## src/rtl/flow_pkg.sv

```systemverilog
package flow_pkg;
  localparam int INSN_W = 12;
  localparam logic [INSN_W-1:0] NOP_WORD = 12'h000;
  // STATUS bits kept from the live value on interrupt return
  localparam int TO_BIT = 4;
  localparam int PD_BIT = 3;

  typedef enum logic [3:0] {
    OP_NONE,
    OP_JUMP,
    OP_CALL,
    OP_RETLIT,
    OP_RET,
    OP_RETPG,
    OP_RETINT,
    OP_RETINT_T,
    OP_PAGE
  } flow_op_e;
endpackage

```

## src/rtl/flow_decode.sv

```systemverilog
module flow_decode
  import flow_pkg::*;
(
  input  logic [INSN_W-1:0] insn,
  input  logic              kill,
  output flow_op_e          op
);
  always_comb begin
    op = OP_NONE;
    if (!kill) begin
      if (insn[11:9] == 3'b101)             op = OP_JUMP;
      else if (insn[11:8] == 4'b1001)       op = OP_CALL;
      else if (insn[11:8] == 4'b1000)       op = OP_RETLIT;
      else if (insn[11:3] == 9'b0000_0001_0) op = OP_PAGE;
      else if (insn == 12'h00C)             op = OP_RET;
      else if (insn == 12'h00D)             op = OP_RETPG;
      else if (insn == 12'h00E)             op = OP_RETINT;
      else if (insn == 12'h00F)             op = OP_RETINT_T;
      else                                  op = OP_NONE;
    end
  end
endmodule

```

## src/rtl/flow_rstack.sv

```systemverilog
module flow_rstack #(
  parameter int DEPTH   = 8,
  parameter int ENTRY_W = 15
) (
  input  logic               clk,
  input  logic               rst,
  input  logic               push,
  input  logic               pop,
  input  logic [ENTRY_W-1:0] push_data,
  output logic [ENTRY_W-1:0] top_data
);
  localparam int SP_W = (DEPTH > 1) ? $clog2(DEPTH) : 1;
  localparam logic [SP_W-1:0] LAST = SP_W'(DEPTH - 1);

  logic [ENTRY_W-1:0] mem [DEPTH];
  logic [SP_W-1:0]    sp;
  logic [SP_W-1:0]    rd_idx;
  logic [SP_W-1:0]    sp_inc;

  assign rd_idx   = (sp == '0) ? LAST : sp - 1'b1;
  assign sp_inc   = (sp == LAST) ? '0 : sp + 1'b1;
  assign top_data = mem[rd_idx];

  // Storage without reset so that distributed RAM can be inferred
  always_ff @(posedge clk) begin
    if (push) mem[sp] <= push_data;
  end

  always_ff @(posedge clk) begin
    if (rst)       sp <= '0;
    else if (push) sp <= sp_inc;
    else if (pop)  sp <= rd_idx;
  end
endmodule

```

## src/rtl/flow_isave.sv

```systemverilog
module flow_isave #(
  parameter int PC_W   = 12,
  parameter int DATA_W = 8
) (
  input  logic              clk,
  input  logic              rst,
  input  logic              save,
  input  logic [PC_W-1:0]   pc_in,
  input  logic [DATA_W-1:0] w_in,
  input  logic [7:0]        status_in,
  input  logic [7:0]        fsr_in,
  output logic [PC_W-1:0]   saved_pc,
  output logic [DATA_W-1:0] saved_w,
  output logic [7:0]        saved_status,
  output logic [7:0]        saved_fsr
);
  always_ff @(posedge clk) begin
    if (rst) begin
      saved_pc     <= '0;
      saved_w      <= '0;
      saved_status <= '0;
      saved_fsr    <= '0;
    end else if (save) begin
      saved_pc     <= pc_in;
      saved_w      <= w_in;
      saved_status <= status_in;
      saved_fsr    <= fsr_in;
    end
  end
endmodule

```

## src/rtl/flow_ctl.sv

```systemverilog
module flow_ctl
  import flow_pkg::*;
#(
  parameter int PAGE_W   = 3,
  parameter int DEPTH    = 8,
  parameter int DATA_W   = 8,
  parameter int RESET_PC = 0,
  parameter int IRQ_PC   = 0
) (
  input  logic                       clk,
  input  logic                       rst,
  input  logic                       turbo,
  input  logic [11:0]                insn,
  input  logic                       skip_req,
  input  logic                       irq_take,
  input  logic [DATA_W-1:0]          w_in,
  input  logic [7:0]                 status_in,
  input  logic [7:0]                 fsr_in,
  output logic [PAGE_W+8:0]          pc,
  output logic                       flush,
  output logic                       w_load_en,
  output logic [DATA_W-1:0]          w_load_val,
  output logic                       status_wr_en,
  output logic [7:0]                 status_wr_val,
  output logic                       fsr_wr_en,
  output logic [7:0]                 fsr_wr_val,
  output logic                       rtcc_add_en,
  output logic [DATA_W-1:0]          rtcc_add_val
);
  localparam int PC_W    = PAGE_W + 9;
  localparam int ENTRY_W = PC_W + PAGE_W;
  localparam logic [7:0] KEEP_MASK = 8'((1 << TO_BIT) | (1 << PD_BIT));

  flow_op_e            op;
  logic [1:0]          flush_cnt;
  logic [PAGE_W-1:0]   page_q;
  logic                irq_go, skip_go, is_ret, is_reti, xfer;
  logic [PC_W-1:0]     target, pc_next;
  logic [ENTRY_W-1:0]  top_entry;
  logic [PC_W-1:0]     saved_pc;
  logic [DATA_W-1:0]   saved_w;
  logic [7:0]          saved_status, saved_fsr;

  assign flush = (flush_cnt != 2'd0);

  flow_decode u_dec (
    .insn (insn),
    .kill (flush | irq_take),
    .op   (op)
  );

  assign irq_go  = irq_take & ~flush;
  assign is_ret  = (op == OP_RETLIT) | (op == OP_RET) | (op == OP_RETPG);
  assign is_reti = (op == OP_RETINT) | (op == OP_RETINT_T);
  assign xfer    = irq_go | is_ret | is_reti | (op == OP_JUMP) | (op == OP_CALL);
  assign skip_go = skip_req & ~flush & ~irq_take & ~xfer;

  flow_rstack #(.DEPTH(DEPTH), .ENTRY_W(ENTRY_W)) u_stack (
    .clk       (clk),
    .rst       (rst),
    .push      (op == OP_CALL),
    .pop       (is_ret),
    .push_data ({page_q, pc}),
    .top_data  (top_entry)
  );

  flow_isave #(.PC_W(PC_W), .DATA_W(DATA_W)) u_save (
    .clk          (clk),
    .rst          (rst),
    .save         (irq_go),
    .pc_in        (PC_W'(pc - 1'b1)),
    .w_in         (w_in),
    .status_in    (status_in),
    .fsr_in       (fsr_in),
    .saved_pc     (saved_pc),
    .saved_w      (saved_w),
    .saved_status (saved_status),
    .saved_fsr    (saved_fsr)
  );

  always_comb begin
    target = pc;
    if (irq_go)                target = PC_W'(IRQ_PC);
    else if (op == OP_JUMP)    target = {page_q, insn[8:0]};
    else if (op == OP_CALL)    target = {page_q, 1'b0, insn[7:0]};
    else if (is_ret)           target = top_entry[PC_W-1:0];
    else if (is_reti)          target = saved_pc;
  end

  always_comb begin
    if (xfer)                  pc_next = target;
    else if (flush_cnt == 2'd2) pc_next = pc;
    else                       pc_next = pc + 1'b1;
  end

  always_ff @(posedge clk) begin
    if (rst) begin
      pc        <= PC_W'(RESET_PC);
      flush_cnt <= 2'd1;
      page_q    <= '0;
    end else begin
      pc <= pc_next;
      if (xfer)                flush_cnt <= turbo ? 2'd2 : 2'd1;
      else if (skip_go)        flush_cnt <= 2'd1;
      else if (flush)          flush_cnt <= flush_cnt - 1'b1;
      if (op == OP_PAGE)       page_q <= insn[PAGE_W-1:0];
      else if (op == OP_RETPG) page_q <= top_entry[ENTRY_W-1:PC_W];
    end
  end

  always_ff @(posedge clk) begin
    if (rst) begin
      w_load_en     <= 1'b0;
      w_load_val    <= '0;
      status_wr_en  <= 1'b0;
      status_wr_val <= '0;
      fsr_wr_en     <= 1'b0;
      fsr_wr_val    <= '0;
      rtcc_add_en   <= 1'b0;
      rtcc_add_val  <= '0;
    end else begin
      w_load_en     <= (op == OP_RETLIT) | is_reti;
      w_load_val    <= (op == OP_RETLIT) ? DATA_W'(insn[7:0]) : saved_w;
      status_wr_en  <= is_reti;
      status_wr_val <= (saved_status & ~KEEP_MASK) | (status_in & KEEP_MASK);
      fsr_wr_en     <= is_reti;
      fsr_wr_val    <= saved_fsr;
      rtcc_add_en   <= (op == OP_RETINT_T);
      rtcc_add_val  <= w_in;
    end
  end
endmodule

```

## config.mk

```make
export PLATFORM = sky130hd
export DESIGN_NAME = flow_ctl
export DESIGN_NICKNAME = d
export VERILOG_FILES = /design/src/rtl/flow_pkg.sv /design/src/rtl/flow_decode.sv /design/src/rtl/flow_rstack.sv /design/src/rtl/flow_isave.sv /design/src/rtl/flow_ctl.sv
export SDC_FILE = /design/constraint.sdc
export NUM_CORES = 1
export LEC_CHECK = 0
export CORE_AREA = 10 10 136 138
export DETAILED_ROUTE_END_ITERATION = 7
export DIE_AREA = 0 0 146 148
export PLACE_DENSITY = 0.79
export SYNTH_ARGS = -nofsm -noshare
export SYNTH_HDL_FRONTEND = slang
export SYNTH_SLANG_ARGS = --single-unit
```

## constraint.sdc

```tcl
create_clock -name clk -period 4.1 [get_ports clk]
set_input_delay 0.82 -clock clk [delete_from_list [all_inputs] [get_ports clk]]
set_output_delay 0.82 -clock clk [all_outputs]
set_load 0.01 [all_outputs]
```

# Word-level counts from Yosys, hierarchy flattened
# Memories as Yosys holds them, arrays and structs flattened.
# Index checks and enable logic that the tools add are counted.
[totals]
reg_bits = 91
ramBits = 120
input_bits = 41
out_inout_bits = 49
elab_cells = 93
n_memories = 1
[op_classes]
addsub = 5
n_eq_ne = 20
n_mux = 29
bitwise_logic = 17
n_reduce_logical = 6
[memory_table]
columns = ["memory", "depth", "width", "read_ports", "rd_clocked_by_memory_dff", "write_ports", "line_no", "rtl"]
rows = [
  ["u_stack.mem", 8, 15, 1, 0, 1, "flow_rstack.sv:15", "logic [ENTRY_W-1:0] mem [DEPTH];"],
]
[op_table]
columns = ["op", "n"]
rows = [
  ["2-to-1 mux 12 bit", 7],
  ["equality test 12 x 4 -> 1 bit (second input constant)", 4],
  ["2-to-1 mux 4 bit", 8],
  ["2-to-1 mux 3 bit", 7],
  ["equality test 4 x 3 -> 1 bit (second input constant)", 4],
  ["adder 12 x 1 -> 12 bit (second input constant)", 1],
  ["equality test 4 bit (second input constant)", 3],
  ["subtractor 12 x 1 -> 12 bit (second input constant)", 1],
  ["equality test 9 x 2 -> 1 bit (second input constant)", 1],
  ["bitwise OR 1 bit", 9],
  ["equality test 4 x 2 -> 1 bit (second input constant)", 2],
  ["2-to-1 mux 2 bit", 4],
  ["2-to-1 mux 8 bit", 1],
  ["bitwise OR 8 x 5 -> 8 bit", 1],
  ["equality test 3 bit (second input constant)", 2],
  ["!= test 6 x 4 -> 1 bit (second input constant)", 1],
  ["nonzero test 2 bit", 3],
  ["AND 1 bit", 4],
  ["equality test 4 x 1 -> 1 bit (second input constant)", 1],
  ["adder 3 x 1 -> 3 bit (second input constant)", 1],
  ["logical NOT 3 bit", 1],
  ["NOT 1 bit", 3],
  ["nonzero test 3 bit", 1],
  ["subtractor 3 x 1 -> 3 bit (second input constant)", 1],
  ["5 further kinds", 6],
]

# Logic depth before layout (Yosys ltp)
# Gate-level depths: netlist (run 1).
[logic_depth]
depth_word = 21
mapped_depth = 14
depth_no_buf = 9

# By module
# A second synthesis (run 1) with hierarchy kept.
[hier_totals]
cells_unflattened = 774
hier_area_um2 = 9295.2
[modules_own_cells]
columns = ["mod", "instances", "cells_each", "area_per_inst_um2", "seq_area_each_um2"]
rows = [
  ["flow_rstack", 1, 321, 5107.4, 3663.5],
  ["flow_ctl", 1, 326, 2783.9, 1041.0],
  ["flow_isave", 1, 116, 1306.3, 720.7],
  ["flow_decode", 1, 11, 97.6, 0.0],
]

# Worst setup path after synthesis (run 1)
# Ideal clock, no wire load.
[synth_timing]
path_type = "input -> register"
startpoint = "in insn[10]"
endpoint = "mem u_stack.mem[0][0] (enable)"
setup_time_ps = 406
arrival_time_ps = 2701
required_ps = 3694
setup_slack_ps = 993
stages = 5
n_path_buf = 0
cell_sequence = "nor3b_1 > nand2_1 > nor2_1 > nand2_1 > nor3_1"
[synth_between]
elab_chain_len = 13
elab_cells_between_ends = 20
classes_between = "9 x eq/ne; 11 x mux"
[synth_rtl]
columns = ["element", "line_no", "rtl"]
rows = [
  ["start, declared", "flow_ctl.sv:13", "input logic [11:0] insn,"],
  ["equality test 12 x 4 -> 1 bit", "flow_decode.sv:18", "else if (insn == 12'h00F) op = OP_RETINT_T;"],
  ["2-to-1 mux 3 bit", "flow_decode.sv:18", ""],
  ["2-to-1 mux 4 bit", "flow_decode.sv:17", "else if (insn == 12'h00E) op = OP_RETINT;"],
  ["2-to-1 mux 4 bit", "flow_decode.sv:16", "else if (insn == 12'h00D) op = OP_RETPG;"],
  ["2-to-1 mux 4 bit", "flow_decode.sv:15", "else if (insn == 12'h00C) op = OP_RET;"],
  ["2-to-1 mux 4 bit", "flow_decode.sv:14", "else if (insn[11:3] == 9'b0000_0001_0) op = OP_PAGE;"],
  ["2-to-1 mux 4 bit", "flow_decode.sv:13", "else if (insn[11:8] == 4'b1000) op = OP_RETLIT;"],
  ["2-to-1 mux 4 bit", "flow_decode.sv:12", "else if (insn[11:8] == 4'b1001) op = OP_CALL;"],
  ["2-to-1 mux 4 bit (*)", "flow_decode.sv:11", "if (insn[11:9] == 3'b101) op = OP_JUMP;"],
  ["2-to-1 mux 4 bit (*)", "flow_decode.sv:10", "if (!kill) begin"],
  ["equality test 4 x 2 -> 1 bit (*)", "flow_ctl.sv:61", ".push (op == OP_CALL),"],
  ["2-to-1 mux 1 bit (*)", "flow_rstack.sv:26", "if (push) mem[sp] <= push_data;"],
  ["2-to-1 mux 1 bit (implied by the code) (*)", "flow_rstack.sv:26", ""],
  ["end, declared", "flow_rstack.sv:15", ""],
]
# Every way passes the cells marked *; elsewhere a longest branch is shown, timed or not.

# Final worst setup path (run 1)
[layout_timing]
startpoint = "reg u_stack.sp[0]"
endpoint = "reg pc[9]"
[layout_between]
elab_chain_len = 8
elab_cells_between_ends = 9
classes_between = "1 x add/sub; 6 x mux; 1 x reduce/logical; 1 x memory"
[layout_rtl]
columns = ["element", "line_no", "rtl"]
rows = [
  ["start, declared", "flow_rstack.sv:16", "logic [SP_W-1:0] sp;"],
  ["start signal, assigned", "flow_rstack.sv:31", "else if (push) sp <= sp_inc;"],
  ["start signal, assigned", "flow_rstack.sv:32", "else if (pop) sp <= rd_idx;"],
  ["subtractor 3 x 1 -> 3 bit or logical NOT 3 bit (tied branches)", "flow_rstack.sv:20", "assign rd_idx = (sp == '0) ? LAST : sp - 1'b1;"],
  ["2-to-1 mux 3 bit (*)", "flow_rstack.sv:20", ""],
  ["memory (8 x 15 bit) (*)", "--", ""],
  ["2-to-1 mux 12 bit (*)", "flow_ctl.sv:86", "else if (is_ret) target = top_entry[PC_W-1:0];"],
  ["2-to-1 mux 12 bit (*)", "flow_ctl.sv:85", "else if (op == OP_CALL) target = {page_q, 1'b0, insn[7:0]};"],
  ["2-to-1 mux 12 bit (*)", "flow_ctl.sv:84", "else if (op == OP_JUMP) target = {page_q, insn[8:0]};"],
  ["2-to-1 mux 12 bit (*)", "flow_ctl.sv:83", "if (irq_go) target = PC_W'(IRQ_PC);"],
  ["2-to-1 mux 12 bit (*)", "flow_ctl.sv:91", "if (xfer) pc_next = target;"],
  ["end signal, assigned", "flow_ctl.sv:98", "pc <= PC_W'(RESET_PC);"],
  ["end signal, assigned", "flow_ctl.sv:102", "pc <= pc_next;"],
  ["end, declared", "flow_ctl.sv:19", "output logic [PAGE_W+8:0] pc,"],
]
# Marks and branches as above.
# A chain may end at the register's enable or synchronous reset.

==> out/results.tsv, run 1 <==
stage	metric	value	unit
grt	grtUsageTotal	19.47	%
sta	whs	449.3	ps
pwr	p_int	0.003802	W
detailed_routing	vias	6215	
sta	drv_slew	0	
sta	finalCriticalPeriod	3352	ps
worst_hold_path	min_from	u_save.saved_fsr[5]$_SDFFE_PP0P_	
detailed_routing	drt-total-wl	21.71	mm
clocking	root_buffer	clkbuf_16	
sta	max_slew_margin	43.24	%
sta	fmax	298.3	MHz
worst_hold_path	min_delay_path_depth	2	
placement	dp_hpwl	14.80	mm
critical_path	cp.arrival	3770	ps
sta	tightest_slew	851.4	ps
worst_hold_path	holdPathEnd	u_save.saved_fsr[5]$_SDFFE_PP0P_	
clocking	h-tree-depth	1	
pwr	p_comb_share	14.0	%
finish	antenna_cells	0	
detailed_routing	viasPerCell	5.959	
finish	drive_above_1_share	9.915	%
synthesis	synthesis.area	8536	um2
detailed_routing	firstDrtPassIters	5	
placement	io_buffers	89	
critical_path	crit_chain	inv_2 > ha_1 > nand2b_1 > and2_1 > buf_4 > a221oi_1 > o311ai_0 > o211ai_1 > a31oi_1	
die	rows	46	
critical_path	r2r_slack	750	ps
grt	grt-ovfl-total	0	
critical_path	slowest_delay	720	ps
detailed_routing	wl_per_cell	20.81	um
critical_path	cp_num_buf_inv	2	
worst_hold_path	hold_path.class	reg2reg	
critical_path	cp_max_fo	29	
detailed_routing	drc_errors	0	
clocking	cts_setup_buffers	0	
critical_path	worstPathRequired	4520	ps
sta	setup_tns	0	ps
clocking	clockBufferDepth	3	
finish	final_cell_mix	120 x edfxtp_1, 101 x nand2_1, 89 x dfxtp_1	
die	core_area	15710	um2
critical_path	crit_type	reg2reg	
clocking	cts_tree	done	
synthesis	async_flop_share	0	%
synthesis	synth-seq-cells	209	
pwr	powerDensity	489.4	nW/um2
sta	setup_viol	0	
grt	grt_pass1_vias	6111	
critical_path	cp_slowest_cell	and2_1	
grt	grt_max_degree	41	
clocking	clock_latency	490	ps
placement	gp_congestion	0.9613	
die	die_area	21610	um2
synthesis	syn_inst	730	
clocking	cts_sinks	209	
synthesis	yosys_warnings	0	
synthesis	syn-num-nets	779	
pwr	clock_power_share	37.5	%
critical_path	r2r_start	u_stack.sp[0]$_SDFFE_PP0P_	
finish	mostFrequentLayoutCell	edfxtp_1	
critical_path	r2r_cells	9	
pwr	swShare	24.93	%
synthesis	syn_area_per_cell	11.69	um2
synthesis	yosysSeqAreaShare	63.09	%
job	cap_violations	0	
grt	grt_pass1_wl	34.13	mm
status	outcome	finished clean	
synthesis	synth-edff-count	120	
critical_path	crit_path_end_kind	register	
critical_path	critPathLaunchType	register	
die	fp.dieW	146	um
die	initial_core_util	54.32	%
critical_path	worstReg2RegEnd	pc[9]$_SDFFE_PP0P_	
finish	fillCellCount	1175	
sta	fin_skew	14.86	ps
die	ioPinCount	90	
clocking	clkTransAtPathRegs	60	ps
clocking	cts_resized	0	
clocking	numCtsBuffers	22	
finish	syn_to_final_growth	21.25	%
sta	hold_violations	0	
detailed_routing	ant_nets	0	
finish	nets	861	
pwr	peakVddDrop	0.3501	mV
synthesis	synth_cell_types	66	
die	fp.dieH	148	um
sta	rsz0062_at_grt	no	
grt	grt_antenna_before_repair	0	
pwr	power_frac_seq	48.6	%
synthesis	ys_dominant_reg_cell	edfxtp_1	
detailed_routing	first_iter_violations	695	
critical_path	crit_family	compound AO/OA/AOI/OAI gates	
pwr	power.total	0.005065	W
clocking	ctsHoldBuffers	0	
sta	fin_crit_sh	81.76	%
pwr	leakage	3.535	nW
pwr	p_switching	0.001263	W
-- worst max-delay path by stage --
stage / slack, ps / endpoint / cells past startpoint / start
after global routing: 470 / pc[8]$_SDFFE_PP0P_ / 10 / u_stack.sp[0]$_SDFFE_PP0P_
final: 750 / pc[9]$_SDFFE_PP0P_ / 9 / u_stack.sp[0]$_SDFFE_PP0P_
after global placement: 800 / pc[4]$_SDFFE_PP0P_ / 8 / insn[9]
after CTS: 790 / pc[3]$_SDFFE_PP0P_ / 10 / u_stack.sp[0]$_SDFFE_PP0P_
after detailed placement: 620 / pc[4]$_SDFFE_PP0P_ / 7 / insn[6]
after floorplan: 990 / u_stack.mem[0][0]$_DFFE_PP_ / 5 / insn[10]
-- sequential cells by signal, indices dropped and copies added, names as in the netlist --
register	count
fsr_wr_val	8
u_save.saved_fsr	8
page_q	3
flush_cnt	2
fsr_wr_en	1
u_save.saved_pc	12
rtcc_add_val	8
pc	12
u_stack.sp	3
u_save.saved_status	6
w_load_en	1
u_stack.mem	120
u_save.saved_w	8
status_wr_val	8
rtcc_add_en	1
w_load_val	8
-- cell families after synthesis --
group	count (synthesis)	synth area share [%]
fa+ha+maj	8	1.173
flops	209	63.09
compound gates	172	13.94
mux	18	3.503
xor+xnor	18	1.847
simple gates	246	13.50
buf+inv	59	2.946
-- synthesized netlist by cell type, types with 5 or more instances --
cell type | count | share of area (%)
mux2_2 | 5 | 0.66
dfxtp_1 | 89 | 21
nand2_1 | 101 | 4.4
a311oi_1 | 5 | 0.51
a21oi_1 | 49 | 2.9
xor2_1 | 7 | 0.72
o211ai_1 | 6 | 0.53
buf_2 | 12 | 0.70
a221oi_1 | 19 | 1.9
o21ai_0 | 26 | 1.5
a31oi_1 | 6 | 0.44
clkbuf_1 | 32 | 1.4
a21o_1 | 6 | 0.53
nor2b_1 | 28 | 2.1
nand4_1 | 8 | 0.59
mux4_2 | 9 | 2.4
and3_1 | 5 | 0.37
nand3_1 | 8 | 0.47
nor2_1 | 59 | 2.6
o221ai_1 | 7 | 0.72
edfxtp_1 | 120 | 42
inv_1 | 9 | 0.40
xnor2_1 | 11 | 1.1
nor3_1 | 13 | 0.76
ha_1 | 8 | 1.2
a211oi_1 | 12 | 1.1
-- tightest hold or removal path, cell delays in order (launching register included) --
cell and delay, ps:
dfxtp_1 300, nand2_1 50, a21oi_1 50
-- stage by stage --
stage / cell area, um2 / cells / util, % / setup slack (ps)
6_report: 10350 / 1043 / 65.87 / 747.9
5_1_grt: 10350 / 1043 / 65.87 / 472.3
4_1_cts: 10350 / 1043 / 65.87 / 791.8
3_5_place_dp: 9652 / 1004 / 61.43 / 616.9
3_3_place_gp: 9652 / 1004 / 61.43 / 804.3
2_1_floorplan: 8536 / 730 / - / 993.1
-- final cells by class --
cell class | instances | area, um2 | share of cell area, %
Tap cell | 216 | 270.3 | 2.611
Clock buffer | 33 | 643.1 | 6.214
Multi-Input combinational cell | 462 | 2913 | 28.14
Timing Repair Buffer | 107 | 1046 | 10.11
Sequential cell | 209 | 5385 | 52.03
Inverter | 10 | 37.54 | 0.3627
Clock inverter | 6 | 55.05 | 0.5319
-- power by group through the flow --
stage | sequential (W) | clock (W) | combinational, W
after global routing | 0.00248 | 0.00201 | 0.000784
final | 0.00246 | 0.00190 | 0.000707
after detailed placement | 0.00250 | 0 | 0.000699
after floorplan | 0.00247 | 0 | 0.000464
after CTS | 0.00246 | 0.00193 | 0.000705
after global placement | 0.00250 | 0 | 0.000680
-- per-layer routing --
layer | global-route usage, % | up-vias | share of wire, %
met1 | 24.81 | 3049 | 40
met2 | 33.41 | 283 | 50
met5 | 0 | - | 0
met4 | 4.805 | 0 | 1.3
li1 | - | 2857 | -
met3 | 3.877 | 26 | 8.2
(Power assumes the default switching activity.)
==> run 2, diff against run 1 <==
clock period = 3.1 ns   (was 4.1 ns; I/O delays follow)
==> run 2 against run 1 <==
Sequential cell count unchanged; routed wire length is 2.7% higher; register-to-register slack got worse by 260 ps.
==> out/results.tsv, run 2 (synthesis gave the netlist of run 1 again) <==
stage	metric	value	unit
critical_path	crit_path_end_kind	register	
clocking	h-tree-depth	1	
clocking	clkTransAtPathRegs	60	ps
grt	grt_pass1_wl	34.92	mm
pwr	clock_power_share	39.3	%
die	rows	46	
finish	largest-register	u_stack.mem	
sta	fin_skew	22.15	ps
pwr	leakage	3.673	nW
sta	fmax	379.4	MHz
clocking	clockBufferDepth	3	
pwr	powerDensity	657.1	nW/um2
finish	antenna_cells	0	
finish	reg_top3	u_stack.mem x120, pc x12, u_save.saved_pc x12	
detailed_routing	firstDrtPassIters	5	
critical_path	r2r_slack	490	ps
critical_path	cp_max_fo	9	
critical_path	worstPathRequired	3480	ps
critical_path	crit_chain	clkdlybuf4s50_1 > nor4_4 > nand4_1 > a211oi_2 > o21ai_1 > buf_4 > o2bb2ai_1 > a31oi_1 > o221a_2	
detailed_routing	route.met3.wl	1.843	mm
critical_path	cp_slowest_cell	clkdlybuf4s50_1	
clocking	cts_resized	0	
sta	hold_violations	0	
status	outcome	finished clean	
detailed_routing	first_iter_violations	784	
finish	instances_no_fill	1066	
finish	mostFrequentLayoutCell	edfxtp_1	
sta	rsz0062_at_grt	no	
placement	gp_congestion	0.9297	
die	ioPinCount	90	
critical_path	r2r_cells	8	
detailed_routing	drt-total-wl	22.31	mm
grt	grtUsageTotal	19.91	%
pwr	peakVddDrop	0.4581	mV
detailed_routing	wl_met2	11.13	mm
pwr	p_comb_share	13.8	%
sta	max_slew_margin	47.26	%
clocking	cts_setup_buffers	0	
clocking	ctsHoldBuffers	0	
die	die_area	21610	um2
detailed_routing	m1WireLength	8.655	mm
sta	drv_slew	0	
detailed_routing	drc_errors	0	
pwr	p_int	0.005208	W
sta	setup_tns	0	ps
sta	tightest_slew	789.2	ps
critical_path	crit_family	compound AO/OA/AOI/OAI gates	
critical_path	cp.arrival	3020	ps
grt	grt-ovfl-total	0	
critical_path	cp_num_buf_inv	2	
clocking	cts_sinks	209	
grt	grt_pass1_vias	6302	
worst_hold_path	hold_path.class	reg2reg	
placement	dp_hpwl	15.21	mm
finish	syn_to_final_growth	23.91	%
die	fp.dieH	148	um
die	fp.dieW	146	um
die	core_area	15710	um2
finish	largest_reg_flops	120	
finish	nets	883	
clocking	clock_latency	510	ps
finish	drive_above_1_share	12.59	%
clocking	root_buffer	clkbuf_16	
die	initial_core_util	54.32	%
pwr	power_frac_seq	46.9	%
sta	setup_viol	0	
detailed_routing	wl_per_cell	20.92	um
placement	dp_cells	1026	
detailed_routing	ant_nets	0	
clocking	cts_tree	done	
finish	final_cell_mix	120 x edfxtp_1, 101 x nand2_1, 89 x dfxtp_1	
detailed_routing	top_layer	met4	
worst_hold_path	min_delay_path_depth	2	
detailed_routing	vias	6316	
worst_hold_path	min_from	u_save.saved_fsr[5]$_SDFFE_PP0P_	
detailed_routing	viasPerCell	5.925	
sta	finalCriticalPeriod	2636	ps
critical_path	crit_type	in2reg	
grt	grt_max_degree	47	
critical_path	critPathLaunchType	input port	
worst_hold_path	holdPathEnd	u_save.saved_fsr[5]$_SDFFE_PP0P_	
clocking	numCtsBuffers	22	
critical_path	slowest_delay	500	ps
critical_path	worstReg2RegEnd	pc[2]$_SDFFE_PP0P_	
pwr	p_switching	0.001742	W
critical_path	r2r_start	u_stack.sp[0]$_SDFFE_PP0P_	
grt	grt_antenna_before_repair	0	
pwr	swShare	25.07	%
job	cap_violations	0	
sta	fin_crit_sh	85.02	%
placement	io_buffers	89	
run 2: cell types whose count changed in the layout (fill, tap and decap cells not counted):
cell and delta:
clkinv_1 +1, clkbuf_16 -1, clkinvlp_4 +2, clkbuf_1 -3, bufinv_16 +3, buf_4 +22, clkbuf_8 -2, clkinv_8 +1
run 2: power by group through the flow:
stage          Sequential, W  Clock [W]  Combinational (W)
2_1_floorplan        0.00326          0           0.000613
3_3_place_gp         0.00331          0           0.000924
3_5_place_dp         0.00332          0           0.000945
4_1_cts              0.00326    0.00276           0.000959
5_1_grt              0.00328    0.00287            0.00107
6_report             0.00326    0.00273           0.000960
run 2: worst max-delay path by stage:
stage	startpoint	to	slack, ps	cells after the start
global route	insn[9]	pc[4]$_SDFFE_PP0P_	290	8
finish	insn[8]	pc[11]$_SDFFE_PP0P_	460	9
detailed placement	insn[6]	pc[4]$_SDFFE_PP0P_	30	8
CTS	pc[7]$_SDFFE_PP0P_	pc[7]	500	1
floorplan	insn[10]	u_stack.mem[0][0]$_DFFE_PP_	190	5
global placement	insn[6]	pc[4]$_SDFFE_PP0P_	150	8
run 2: worst register-to-register path, cell delays in order, from the launching register on:
cell	delay [ps]
dfxtp_1	470
inv_2	110
ha_1	400
nand2_1	230
mux2_2	360
a222oi_1	430
nand2_1	100
a311oi_1	270
o31ai_1	100
run 2: through the flow:
| step | setup slack, ps | util (%) | hold WS (ps) | total power [W] | instance area (um2) |
|---|---|---|---|---|---|
| floorplan | 193.1 | - | 431.8 | 0.003874 | 8536 |
| global placement | 149.9 | 62.48 | 437.4 | 0.004232 | 9817 |
| detailed placement | 29.05 | 62.48 | 441.7 | 0.004266 | 9817 |
| CTS | 503.5 | 67.31 | 439.6 | 0.006977 | 10580 |
| global route | 294.5 | 67.31 | 474.5 | 0.007220 | 10580 |
| finish | 464.5 | 67.31 | 448.8 | 0.006950 | 10580 |
run 2: final cells by class:
type                            instances  area, um2
Clock buffer                           27      579.3
Clock inverter                         13      180.2
Fill cell                            1120       5136
Inverter                               10      37.54
Multi-Input combinational cell        462       2913
Sequential cell                       209       5385
Tap cell                              216      270.3
Timing Repair Buffer                  129       1211
run 2: routing by layer:
layer,track usage [%],up-vias
met3,3.724,60
met5,0,-
met4,7.357,0
met1,24.61,3008
li1,-,2910
met2,34.12,338
==> run 3, diff against run 2 <==
CORE_AREA = 10 10 196 198   (was 10 10 136 138)
DIE_AREA = 0 0 206 208   (was 0 0 146 148)
PLACE_DENSITY = 0.43   (was 0.79)
==> run 3 against run 2 <==
Fmax fell by 3.0%; register-to-register slack lost 110 ps; cell count is 25% higher; first-iteration DRC count decreased by 39%; global-route usage down 8.1 points; total power up 1.2%; setup slack worse by 81 ps; worst hold slack got worse by 13 ps; critical endpoint is now pc[6]$_SDFFE_PP0P_.
==> out/results.tsv, run 3 (synthesis gave the netlist of run 1 again) <==
stage	metric	value	unit
status	outcome	finished clean	
detailed_routing	vias	6167	
detailed_routing	ant_nets	0	
detailed_routing	firstDrtPassIters	4	
detailed_routing	drc_errors	0	
critical_path	r2r_slack	380	ps
critical_path	r2r_cells	8	
clocking	cts_sinks	209	
detailed_routing	first_iter_violations	481	
detailed_routing	drt-total-wl	26.12	mm
placement	post_dp_cell_area	10380	um2
die	core_area	34370	um2
clocking	numCtsBuffers	25	
worst_hold_path	min_from	u_save.saved_fsr[1]$_SDFFE_PP0P_	
worst_hold_path	hold_path.class	reg2reg	
grt	grt-ovfl-total	0	
critical_path	cp.arrival	3140	ps
grt	grt_max_degree	25	
detailed_routing	wl_per_cell	19.57	um
finish	nets	911	
critical_path	crit_type	reg2reg	
grt	grt_antenna_before_repair	1	
job	cap_violations	0	
clocking	cts_setup_buffers	0	
detailed_routing	viasPerCell	4.619	
sta	hold_violations	0	
sta	setup_viol	0	
critical_path	cp_max_fo	9	
critical_path	worstReg2RegEnd	pc[6]$_SDFFE_PP0P_	
worst_hold_path	holdPathEnd	fsr_wr_val[1]$_SDFF_PP0_	
clocking	cts_tree	done	
finish	final_area	11150	um2
clocking	clock_latency	530	ps
finish	drive_above_1_share	15.23	%
placement	io_buffers	89	
sta	max_slew_margin	49.22	%
die	rows	68	
placement	dp_hpwl	18.50	mm
grt	grt_pass1_vias	6246	
clocking	clkTransAtPathRegs	60	ps
sta	fmax	368.2	MHz
finish	syn_to_final_growth	30.68	%
finish	reg_top3	u_stack.mem x120, pc x12, u_save.saved_pc x12	
die	ioPinCount	90	
grt	grt_pass1_wl	39.21	mm
sta	tightest_slew	756.7	ps
finish	final_util	32.45	%
pwr	power.total	0.007034	W
clocking	h-tree-depth	1	
die	fp.dieW	206	um
worst_hold_path	min_delay_path_depth	1	
pwr	leakage	3.825	nW
clocking	clockBufferDepth	3	
pwr	powerDensity	630.6	nW/um2
finish	largest_reg_flops	120	
critical_path	worstPathRequired	3530	ps
finish	mostFrequentLayoutCell	edfxtp_1	
finish	final_cell_mix	120 x edfxtp_1, 101 x nand2_1, 89 x dfxtp_1	
sta	drv_slew	0	
placement	gp_congestion	0.8149	
sta	finalCriticalPeriod	2716	ps
critical_path	r2r_start	u_stack.sp[1]$_SDFFE_PP0P_	
die	initial_core_util	24.83	%
sta	setup_tns	0	ps
sta	fin_skew	31.37	ps
finish	largest-register	u_stack.mem	
sta	fin_crit_sh	87.62	%
critical_path	crit_path_end_kind	register	
critical_path	critPathLaunchType	register	
die	die_area	42850	um2
clocking	root_buffer	clkbuf_16	
finish	antenna_cells	0	
sta	rsz0062_at_grt	no	
die	fp.dieH	208	um
grt	grtUsageTotal	11.81	%
clocking	ctsHoldBuffers	0	
pwr	peakVddDrop	0.3791	mV
[run 3: how the worst max path moves through the flow]
| stage | start | end | slack, ps |
|---|---|---|---|
| finish | u_stack.sp[1]$_SDFFE_PP0P_ | pc[6]$_SDFFE_PP0P_ | 380 |
| global route | u_stack.sp[1]$_SDFFE_PP0P_ | pc[6]$_SDFFE_PP0P_ | 170 |
| CTS | u_stack.sp[0]$_SDFFE_PP0P_ | pc[11]$_SDFFE_PP0P_ | 190 |
| detailed placement | insn[8] | u_stack.mem[3][8]$_DFFE_PP_ | 70 |
| global placement | insn[8] | pc[6]$_SDFFE_PP0P_ | 30 |
| floorplan | insn[10] | u_stack.mem[0][0]$_DFFE_PP_ | 190 |
[run 3: area by class of cell]
cell class                 count  area (um2)
timing repair buffer         154        1474
clock buffer                  31       669.4
fill                        3489       23220
tap                          455       569.3
multi-input combinational    462        2920
clock inverter                14       98.84
inverter                      10       37.54
sequential                   209        5385
[run 3: what timing repair did]
item / in CTS / in global routing
hold endpoints to repair: 0 / 0
endpoints found under the setup margin: 0 / 1
gates resized for setup: 0 / 1
[run 3: power by group]
| part | internal [W] | switching [W] |
|---|---|---|
| sequential | 0.00310 | 0.000153 |
| clock | 0.00161 | 0.00114 |
| combinational | 0.000474 | 0.000559 |
| total | 0.00518 | 0.00185 |
[run 3: critical path, stage by stage (launching register included)]
cell	delay, ps
dfxtp_1	480
inv_1	130
ha_1	410
o21ai_1	640
a221oi_1	200
o2bb2ai_1	220
o211ai_2	210
o2111ai_1	150
a22oi_1	180
[run 3: layer usage]
| layer | GRT usage (%) | part of all wire (%) | vias to the layer above |
|---|---|---|---|
| li1 | - | - | 2978 |
| met4 | 2.935 | 2.1 | 2 |
| met3 | 1.756 | 4.3 | 38 |
| met5 | 0 | 0.050 | - |
| met1 | 16.00 | 46 | 3022 |
| met2 | 19.24 | 48 | 127 |
[run 3: metrics by stage]
stage / std cells / hold slack, ps / setup slack, ps
finish: 1335 / 435.9 / 383.7
global route: 1335 / 458.1 / 166.4
CTS: 1335 / 432.2 / 187.7
detailed placement: 1290 / 442.8 / 74.28
global placement: 1290 / 437.5 / 34.60
floorplan: 730 / 431.8 / 193.1
